`config.mk`:
```
export PLATFORM = sky130hd
export DESIGN_NAME = sram_port_ctrl
export DESIGN_NICKNAME = d
export VERILOG_FILES = /design/src/rtl/sram_ctrl_pkg.sv /design/src/rtl/sram_phase_timer.sv /design/src/rtl/sram_ctrl_fsm.sv /design/src/rtl/sram_byte_lane.sv /design/src/rtl/sram_port_ctrl.sv
export SDC_FILE = /design/constraint.sdc
export NUM_CORES = 1
export LEC_CHECK = 0
export ABC_CLOCK_PERIOD_IN_PS = 1400
export BUFFER_PORTS_ARGS = -buffer_cell sky130_fd_sc_hd__buf_2
export CORE_MARGIN = 5
export CORE_UTILIZATION = 42
export DETAILED_ROUTE_END_ITERATION = 12
export HOLD_SLACK_MARGIN = 0.02
export PLACE_DENSITY_LB_ADDON = 0.25
export SYNTH_ARGS = -nofsm -noshare
export SYNTH_HDL_FRONTEND = slang
export SYNTH_SLANG_ARGS = --single-unit
```
`constraint.sdc`:
```
create_clock -name clk -period 1.4 [get_ports clk]
set_input_delay 0.28 -clock clk [delete_from_list [all_inputs] [get_ports clk]]
set_output_delay 0.28 -clock clk [all_outputs]
set_load 0.01 [all_outputs]
```
`src/rtl/sram_ctrl_pkg.sv`:
```
package sram_ctrl_pkg;

  typedef enum logic [2:0] {
    ST_IDLE,
    ST_RD_ACCESS,
    ST_RD_TURN,
    ST_WR_SETUP,
    ST_WR_PULSE,
    ST_WR_RECOVER
  } ctrl_state_t;

  // whole clock cycles covering a nanosecond limit, never below one
  function automatic int cycles_for(input int ns, input int clk_ns);
    int c;
    c = (ns + clk_ns - 1) / clk_ns;
    return (c < 1) ? 1 : c;
  endfunction

  function automatic int max2(input int a, input int b);
    return (a > b) ? a : b;
  endfunction

endpackage

```
`src/rtl/sram_phase_timer.sv`:
```
module sram_phase_timer #(
  parameter int CNT_W = 2
) (
  input  logic             clk,
  input  logic             rst,
  input  logic             load,
  input  logic [CNT_W-1:0] load_val,
  output logic             expired
);

  logic [CNT_W-1:0] cnt_q;

  always_ff @(posedge clk) begin
    if (rst) begin
      cnt_q <= '0;
    end else if (load) begin
      cnt_q <= load_val;
    end else if (cnt_q != '0) begin
      cnt_q <= cnt_q - 1'b1;
    end
  end

  assign expired = (cnt_q == '0);

endmodule

```
`src/rtl/sram_ctrl_fsm.sv`:
```
module sram_ctrl_fsm
  import sram_ctrl_pkg::*;
#(
  parameter int AA_CYC = 2,
  parameter int WP_CYC = 1,
  parameter int HZ_CYC = 1,
  parameter int CNT_W  = 2
) (
  input  logic             clk,
  input  logic             rst,
  input  logic             req_valid,
  input  logic             req_write,
  input  logic             tmr_expired,
  output ctrl_state_t      state_q,
  output ctrl_state_t      state_d,
  output logic             tmr_load,
  output logic [CNT_W-1:0] tmr_val
);

  localparam logic [CNT_W-1:0] AA_LD = CNT_W'(AA_CYC - 1);
  localparam logic [CNT_W-1:0] WP_LD = CNT_W'(WP_CYC - 1);
  localparam logic [CNT_W-1:0] HZ_LD = CNT_W'(HZ_CYC - 1);

  always_comb begin
    state_d  = state_q;
    tmr_load = 1'b0;
    tmr_val  = '0;
    unique case (state_q)
      ST_IDLE: begin
        if (req_valid) begin
          tmr_load = 1'b1;
          if (req_write) begin
            state_d = ST_WR_SETUP;
          end else begin
            state_d = ST_RD_ACCESS;
            tmr_val = AA_LD;
          end
        end
      end
      ST_RD_ACCESS: begin
        if (tmr_expired) begin
          state_d  = ST_RD_TURN;
          tmr_load = 1'b1;
          tmr_val  = HZ_LD;
        end
      end
      ST_RD_TURN: begin
        if (tmr_expired) state_d = ST_IDLE;
      end
      ST_WR_SETUP: begin
        state_d  = ST_WR_PULSE;
        tmr_load = 1'b1;
        tmr_val  = WP_LD;
      end
      ST_WR_PULSE: begin
        if (tmr_expired) state_d = ST_WR_RECOVER;
      end
      ST_WR_RECOVER: begin
        state_d = ST_IDLE;
      end
      default: state_d = ST_IDLE;
    endcase
  end

  always_ff @(posedge clk) begin
    if (rst) state_q <= ST_IDLE;
    else     state_q <= state_d;
  end

endmodule

```
`src/rtl/sram_byte_lane.sv`:
```
module sram_byte_lane #(
  parameter int LANE_W = 8
) (
  input  logic              clk,
  input  logic              rst,
  input  logic              accept,
  input  logic              lane_sel,
  input  logic [LANE_W-1:0] wdata,
  input  logic              active_d,
  input  logic              capture,
  input  logic [LANE_W-1:0] dq_in,
  output logic              strobe_n,
  output logic [LANE_W-1:0] dq_out,
  output logic [LANE_W-1:0] rdata
);

  logic sel_q;

  always_ff @(posedge clk) begin
    if (rst) begin
      sel_q    <= 1'b0;
      strobe_n <= 1'b1;
      dq_out   <= '0;
      rdata    <= '0;
    end else begin
      if (accept) begin
        sel_q  <= lane_sel;
        dq_out <= wdata;
      end
      strobe_n <= !(active_d && (accept ? lane_sel : sel_q));
      if (capture) rdata <= sel_q ? dq_in : '0;
    end
  end

endmodule

```
`src/rtl/sram_port_ctrl.sv`:
```
module sram_port_ctrl
  import sram_ctrl_pkg::*;
#(
  parameter int ADDR_W  = 18,
  parameter int DATA_W  = 16,
  parameter int CLK_NS  = 8,
  parameter int T_AA_NS = 10,
  parameter int T_WP_NS = 7,
  parameter int T_DW_NS = 5,
  parameter int T_HZ_NS = 5,
  localparam int LANES  = DATA_W / 8
) (
  input  logic              clk,
  input  logic              rst,
  input  logic              req_valid,
  input  logic              req_write,
  input  logic [ADDR_W-1:0] req_addr,
  input  logic [DATA_W-1:0] req_wdata,
  input  logic [LANES-1:0]  req_ben,
  output logic              busy,
  output logic              rsp_done,
  output logic [DATA_W-1:0] rsp_rdata,
  output logic [ADDR_W-1:0] mem_addr,
  output logic              mem_cs_n,
  output logic              mem_we_n,
  output logic              mem_oe_n,
  output logic [LANES-1:0]  mem_bs_n,
  output logic [DATA_W-1:0] mem_dq_out,
  output logic              mem_dq_oe,
  input  logic [DATA_W-1:0] mem_dq_in
);

  localparam int LANE_W  = 8;
  localparam int AA_CYC  = cycles_for(T_AA_NS, CLK_NS);
  localparam int WP_CYC  = max2(cycles_for(T_WP_NS, CLK_NS), cycles_for(T_DW_NS, CLK_NS));
  localparam int HZ_CYC  = cycles_for(T_HZ_NS, CLK_NS);
  localparam int MAX_CYC = max2(AA_CYC, max2(WP_CYC, HZ_CYC));
  localparam int CNT_W   = max2(1, $clog2(MAX_CYC + 1));

  ctrl_state_t      state_q, state_d;
  logic             tmr_load, tmr_expired;
  logic [CNT_W-1:0] tmr_val;
  logic             accept, capture, active_d, drive_d, wr_end;

  sram_ctrl_fsm #(
    .AA_CYC(AA_CYC), .WP_CYC(WP_CYC), .HZ_CYC(HZ_CYC), .CNT_W(CNT_W)
  ) u_fsm (
    .clk(clk), .rst(rst), .req_valid(req_valid), .req_write(req_write),
    .tmr_expired(tmr_expired), .state_q(state_q), .state_d(state_d),
    .tmr_load(tmr_load), .tmr_val(tmr_val)
  );

  sram_phase_timer #(.CNT_W(CNT_W)) u_timer (
    .clk(clk), .rst(rst), .load(tmr_load), .load_val(tmr_val),
    .expired(tmr_expired)
  );

  assign accept   = (state_q == ST_IDLE) && req_valid;
  assign capture  = (state_q == ST_RD_ACCESS) && tmr_expired;
  assign wr_end   = (state_q == ST_WR_PULSE) && (state_d == ST_WR_RECOVER);
  assign drive_d  = (state_d == ST_WR_SETUP) || (state_d == ST_WR_PULSE) ||
                    (state_d == ST_WR_RECOVER);
  assign active_d = drive_d || (state_d == ST_RD_ACCESS);

  // registered strobes, all derived from the next state
  always_ff @(posedge clk) begin
    if (rst) begin
      mem_cs_n  <= 1'b1;
      mem_oe_n  <= 1'b1;
      mem_we_n  <= 1'b1;
      mem_dq_oe <= 1'b0;
      busy      <= 1'b0;
      rsp_done  <= 1'b0;
      mem_addr  <= '0;
    end else begin
      mem_cs_n  <= !active_d;
      mem_oe_n  <= !(state_d == ST_RD_ACCESS);
      mem_we_n  <= !(state_d == ST_WR_PULSE);
      mem_dq_oe <= drive_d;
      busy      <= (state_d != ST_IDLE);
      rsp_done  <= capture || wr_end;
      if (accept) mem_addr <= req_addr;
    end
  end

  for (genvar g = 0; g < LANES; g++) begin : g_lane
    sram_byte_lane #(.LANE_W(LANE_W)) u_lane (
      .clk(clk), .rst(rst), .accept(accept), .lane_sel(req_ben[g]),
      .wdata(req_wdata[g*LANE_W +: LANE_W]), .active_d(active_d),
      .capture(capture), .dq_in(mem_dq_in[g*LANE_W +: LANE_W]),
      .strobe_n(mem_bs_n[g]), .dq_out(mem_dq_out[g*LANE_W +: LANE_W]),
      .rdata(rsp_rdata[g*LANE_W +: LANE_W])
    );
  end

endmodule

```
======== After elaboration in Yosys (flattened, before gate mapping) ========
Cells that the tools add are included.
word-level totals
  word-level logic and storage cells ...... 63
  output and inout port bits .............. 58
  input port bits ......................... 56
  register bits ........................... 65
cells by class
  equal/unequal tests ..................... 8
  reduce and logical (&&, ||, !) cells .... 19
  multiplexer cells ....................... 18
  add/sub/neg operators ................... 1
operators by type and width
  cell                                                                 count
  8-bit two-way mux                                                    2
  3-bit one-hot mux with 5 select lines                                1
  3-bit two-way mux                                                    4
  2-bit two-way mux                                                    5
  3-bit by 2-bit == test with 1-bit output (second input constant)     3
  3-bit == test (second input constant)                                3
  3-bit by 1-bit == test with 1-bit output (second input constant)     2
  1-bit logical AND                                                    5
  1-bit zero test                                                      5
  1-bit two-way mux                                                    5
  1-bit logical OR                                                     4
  2-bit nonzero test                                                   2
  3-bit zero test                                                      1
  1-bit one-hot mux with 3 select lines                                1
  3-bit nonzero test                                                   1
  2-bit zero test                                                      1
  2-bit by 1-bit subtractor with 2-bit output (second input constant)  1

======== Depth between registers and ports, before layout ========
  depth in word-level cells ............... 9
  mapped depth ............................ 7
  depth with buffers taken out ............ 5

======== Cells and area by module ========
A second synthesis with hierarchy kept.
second synthesis, totals
  cell total of the unflattened synthesis .. 269
  area total of the unflattened synthesis .. 2,700.1 um^2
by module, submodules not included
  module            seq. area each (um^2)  instances  area each (um^2)  cells an instance
  sram_byte_lane    360.3                  2          655.6             66
  sram_port_ctrl    480.5                  1          1,058.5           100
  sram_ctrl_fsm     60.1                   1          209.0             25
  sram_phase_timer  40.0                   1          121.4             12

======== Worst setup path after synthesis ========
No wires, ideal clock.
  path kind ............................... reg2reg
  from .................................... reg u_timer.cnt_q[0]
  to ...................................... reg g_lane[0].u_lane.rdata[0]
  period minus slack after synthesis ...... 1,519 ps
  arrival time ............................ 1,449 ps
  data required time ...................... 1,330 ps
  library setup time ...................... 70 ps
  stages on the path, launching flop included .. 8
  path slack .............................. -119 ps
  cells stage by stage .................... dfxtp_1 > inv_1 > ha_1 > nor4bb_1 > clkbuf_2 > buf_2 > nand3_1 > a21oi_1
on the way
  cells in the longest elaborated chain, start to end .. 2
RTL lines
  element                   line                    source
  start: declaration        sram_phase_timer.sv:11  logic [CNT_W-1:0] cnt_q;
  start signal: assignment  sram_phase_timer.sv:17  cnt_q <= load_val;
  start signal: assignment  sram_phase_timer.sv:19  cnt_q <= cnt_q - 1'b1;
  2-bit zero test           sram_phase_timer.sv:23  assign expired = (cnt_q == '0);
  1-bit logical AND         sram_port_ctrl.sv:59    assign capture = (state_q == ST_RD_ACCESS) && tmr_expired;
  end signal: assignment    sram_byte_lane.sv:31    if (capture) rdata <= sel_q ? dq_in : '0;
  end: declaration          sram_byte_lane.sv:14    output logic [LANE_W-1:0] rdata
Every way passes these cells.
A chain may end at the register's enable or synchronous reset.

======== Worst setup path after layout ========
  from .................................... reg u_timer.cnt_q[1]
  to ...................................... reg mem_oe_n
on the way
  cells in the longest elaborated chain, start to end .. 5
  elaborated cells between the ends (all ways) .. 7
  classes of those cells .................. 1 x eq/ne; 4 x mux; 2 x reduce/logical
RTL lines
  element                                       line                                                           source
  2-bit zero test (*)                           sram_phase_timer.sv:23
  3-bit two-way mux (on tied branches)          sram_ctrl_fsm.sv:56, sram_ctrl_fsm.sv:41, sram_ctrl_fsm.sv:48
  3-bit one-hot mux with 5 select lines (*)     sram_ctrl_fsm.sv:28                                            unique case (state_q)
  3-bit by 1-bit == test with 1-bit output (*)  sram_port_ctrl.sv:77                                           mem_oe_n <= !(state_d == ST_RD_ACCESS);
  1-bit zero test (*)                           sram_port_ctrl.sv:77
  end signal: assignment                        sram_port_ctrl.sv:77
  end: declaration                              sram_port_ctrl.sv:26                                           output logic mem_oe_n,
Every way passes the cells marked *; elsewhere a longest branch is shown, timed or not.

==> results.md <==
- The flow ran to the end, but the final reports show violations.
- The checks that failed: setup timing.
- The synthesized netlist occupies a cell area of 0.002482 mm2.
- The source of the worst register-to-register timing path is u_timer.cnt_q[1].
- The worst hold path terminates at g_lane[1].u_lane.dq_out[7].
- The final weighted congestion in routability-driven placement is 0.8484.
- The number of unique standard cell types used by synthesis is 35.
- Setup repair after global routing could not meet its margin everywhere.
- The global-route total usage across every layer is 17.28%.
- The post-synthesis cell count is 299.
- Averaged over all synthesized cells, the footprint is approximately 8.3 um2.
- The type of the worst min-delay path is in2reg.
- The floorplan step defined a core boundary enclosing 0.005851 mm2.
- Entering global routing, the biggest net connects 25 pins.
- After legalization and detailed placement, the total HPWL measured 4833 um.
- The worst clock skew is approximately 11 ps.
- Detailed routing placed a total of 3310 um of wire on met2.
- In this run the most critical hold path is launched from req_wdata[15].
- The floorplan has 28 rows.
- The post-detailed-route wirelength per cell is 13.56 um.
- The highest layer used for signal routing is met4.
- The maximum frequency from static timing analysis is 714.2 MHz.
- The antenna diode count is 0.
- The worst hold path passes through 3 cells.
- The final count of hold timing violations is 0.
- The post-route clock period utilization is 100.0%.
- The share of final-layout standard cells stronger than drive strength 1 is 42.49%.
- The endpoint identified for the worst register-to-register timing path is mem_oe_n.
- The total wire length is around 6800 um.
- The die height is 86.88 um.
- The power density relative to cell area is 1887 mW/mm2.
- The flop and latch count out of synthesis is 65.
- At the end of the flow, the number of nets in the layout was 478.
- The clock reaches the later pin of the worst-skew pair after 330 ps.
- The register clock-pin slew on the reported worst setup and hold paths is 70 ps.
- The H-tree was split into 3 levels.
- The worst register-to-register path has a setup slack of -0.09 ps.
- The Yosys step of the flow raised 0 warnings.
- The max-capacitance violation count is 0.
- Clock tree synthesis found a total of 65 sinks.
- The number of cells on the worst reg-to-reg path is 5.
- The length of routed met3 wiring is 473 um.
- The global-route wire length before repair is around 10000 um.
- The analysis attributes to cell leakage a power of 0.001625 uW.
- The via density per instance is roughly 4.9.
- The initial DRC count is 93.
- Setup violations remaining at the end of the flow were counted as 1.
- The number of pins exceeding their max-slew limit in the final report is 0.
- The share of synthesized registers carrying an async set or reset is 0%.
- The top cell types in the final layout, fill and taps aside, are 113 x buf_2, 81 x nand2_1, 60 x dfxtp_1.
- The number of nets produced by synthesis is about 360.
- The minimum setup slack after placement is -138.2 ps.
- The cell sitting at the root of the clock tree is a clkbuf_8.
- The x dimension of the die is roughly 87 um.
- The startpoint class of the critical path is a flip-flop.
- The I/O pin count is 114.
- The post-route DRC violation count is 0.
- The number of hold buffers added after CTS was 0.
- The number of search-and-repair iterations in the first detailed-routing pass is 4.
- Total power for the finished layout comes to 6784 uW.
- The fraction of the yosys area taken by sequential cells is between 50% and 60%.
- The worst pin sits at a relative slew slack of approximately three quarters.
- The total congestion overflow is 0.
- Detailed routing inserted a total of 2446 vias.
- For this block, wires on met1 add up to 2882 um.
- The clock tree buffer depth is 2.
- The library cell used most frequently in the layout, excluding fill and tap cells, is buf_2.
- For the finished layout, the period the worst path requires is 1400 ps.
- After layout, the worst setup slack is -0.09337 ps.
- The class of the most critical setup path is reg2reg.
- The count of nets left with antenna violations once routing finished came out at 0.
- IR analysis of the VDD net gives a maximum drop of 1242 uV.
- The endpoint class of the critical path is a flip-flop.
- The number of enable flip-flop cells after synthesis is 0.
- Compared with the post-synthesis result, the final layout area differs by 44.81%.
- The pin slew with the least headroom to its limit is 386.4 ps.
- The count of buffers added on input and output ports is 113.
- The post-route worst hold slack is around 180 ps.
- Buffers inserted during clock tree synthesis total 9.
- The leading register cell type out of synthesis is dfxtp_1.
- STA puts the critical path data arrival time at 1600 ps.
- The data required time of the critical path is 1600 ps.
- The initial antenna violation count is 0.
- The total die area is 0.007548 mm2.
- Once the floorplan was initialized, standard cells occupied a little over two fifths of the core.
- Along the worst path, the maximum fanout reaches 6.
- The number of global-route vias before repair was 2379.
- TritonCTS built the clock tree.
## how the worst max path moves through the flow
stage | startpoint | end | slack (ps) | depth (start not counted)
after floorplan | u_fsm.state_q[2] | g_lane[0].u_lane.sel_q | -30 | 4
after global placement | u_fsm.state_q[0] | g_lane[0].u_lane.rdata[4] | -130 | 5
after detailed placement | u_fsm.state_q[0] | g_lane[0].u_lane.rdata[6] | -140 | 5
after CTS | u_fsm.state_q[2] | g_lane[0].u_lane.rdata[6] | -3 | 5
after global routing | u_fsm.state_q[0] | g_lane[0].u_lane.rdata[5] | -60 | 5
final | u_timer.cnt_q[1] | mem_oe_n | -0.09 | 5
## cell usage after synthesis (2+ instances only)
library cell,number,area share [%]
nand2_1,87,13
dfxtp_1,65,52
a21oi_1,54,11
nand3_1,16,3.2
clkbuf_1,11,1.7
buf_2,9,1.8
nor2_1,7,1.1
nor2b_1,6,1.5
buf_4,5,1.5
nand2b_1,4,1.0
nand3b_1,3,0.91
o21ai_0,3,0.60
inv_1,2,0.30
mux2_4,2,1.2
mux2i_1,2,0.81
nor3_1,2,0.40
o21bai_1,2,0.60
o32ai_1,2,0.71
## kinds of logic (layout without fill, tap and decap cells)
group                    Yosys count  in the layout  synth area share (%)
AO/OA/AOI/OAI                     66             66                 14.31
XOR/XNOR                           1              1                0.3529
adder cells (fa/ha/maj)            1              1                0.5040
buffers and inverters             29            156                 5.645
flip-flops                        65             65                 52.42
multiplexers                       4              4                 2.016
AND/OR/NAND/NOR                  133            133                 24.75
## power breakdown
part	internal (uW)	switching, uW	total, uW	leakage, uW
Clock	1190	702	1890	0.000118
Sequential	2180	199	2380	0.000534
Combinational	1210	1300	2510	0.000973
## per-layer routing
| metal | vias to the layer above | GRT usage (%) |
|---|---|---|
| met5 | - | 0 |
| met1 | 1121 | 20.76 |
| met4 | 0 | 8.074 |
| met3 | 12 | 4.352 |
| met2 | 76 | 28.85 |
| li1 | 1237 | - |
## flip-flops by register name (all words and copies together), names as in the netlist
signal,flops
u_fsm.state_q,3
g_lane.u_lane.strobe_n,2
busy,1
rsp_done,1
g_lane.u_lane.sel_q,2
mem_oe_n,1
g_lane.u_lane.rdata,16
u_timer.cnt_q,2
g_lane.u_lane.dq_out,16
mem_addr,18
mem_we_n,1
mem_dq_oe,1
mem_cs_n,1
## cell type report
class / instances / area, um2
tap: 75 / 93.84
clock buffer: 11 / 131.4
inverter: 2 / 7.507
multi-input combinational: 205 / 1131
clock inverter: 5 / 103.9
fill: 543 / 2256
sequential: 65 / 1315
timing repair buffer: 138 / 812.0
## critical path, cell delays in order (launching register included)
cell and delay (ps):
dfxtp_2 330, inv_2 60, ha_4 170, mux2i_1 180, o31ai_1 100, or4_1 450
## per-stage QoR
| step | cells | util, % | area [um2] | TNS, ps |
|---|---|---|---|---|
| CTS | 500 | 59.73 | 3495 | -2.746 |
| global placement | 482 | 55.03 | 3219 | -2531 |
| detailed placement | 482 | 55.03 | 3219 | -2480 |
| finish | 501 | 61.44 | 3595 | -0.09337 |
| floorplan | 299 | - | 2514 | -618.9 |
| global route | 501 | 61.44 | 3595 | -958.7 |
## repair_timing
action,4_1_cts,5_1_grt
cloned,1,0
pin swaps,5,17
setup buffers,1,1
endpoints found under the hold margin,0,0
endpoints found under the setup margin,56,49
gates resized for setup,13,26
No activity file was read; power rests on OpenSTA's default activity.
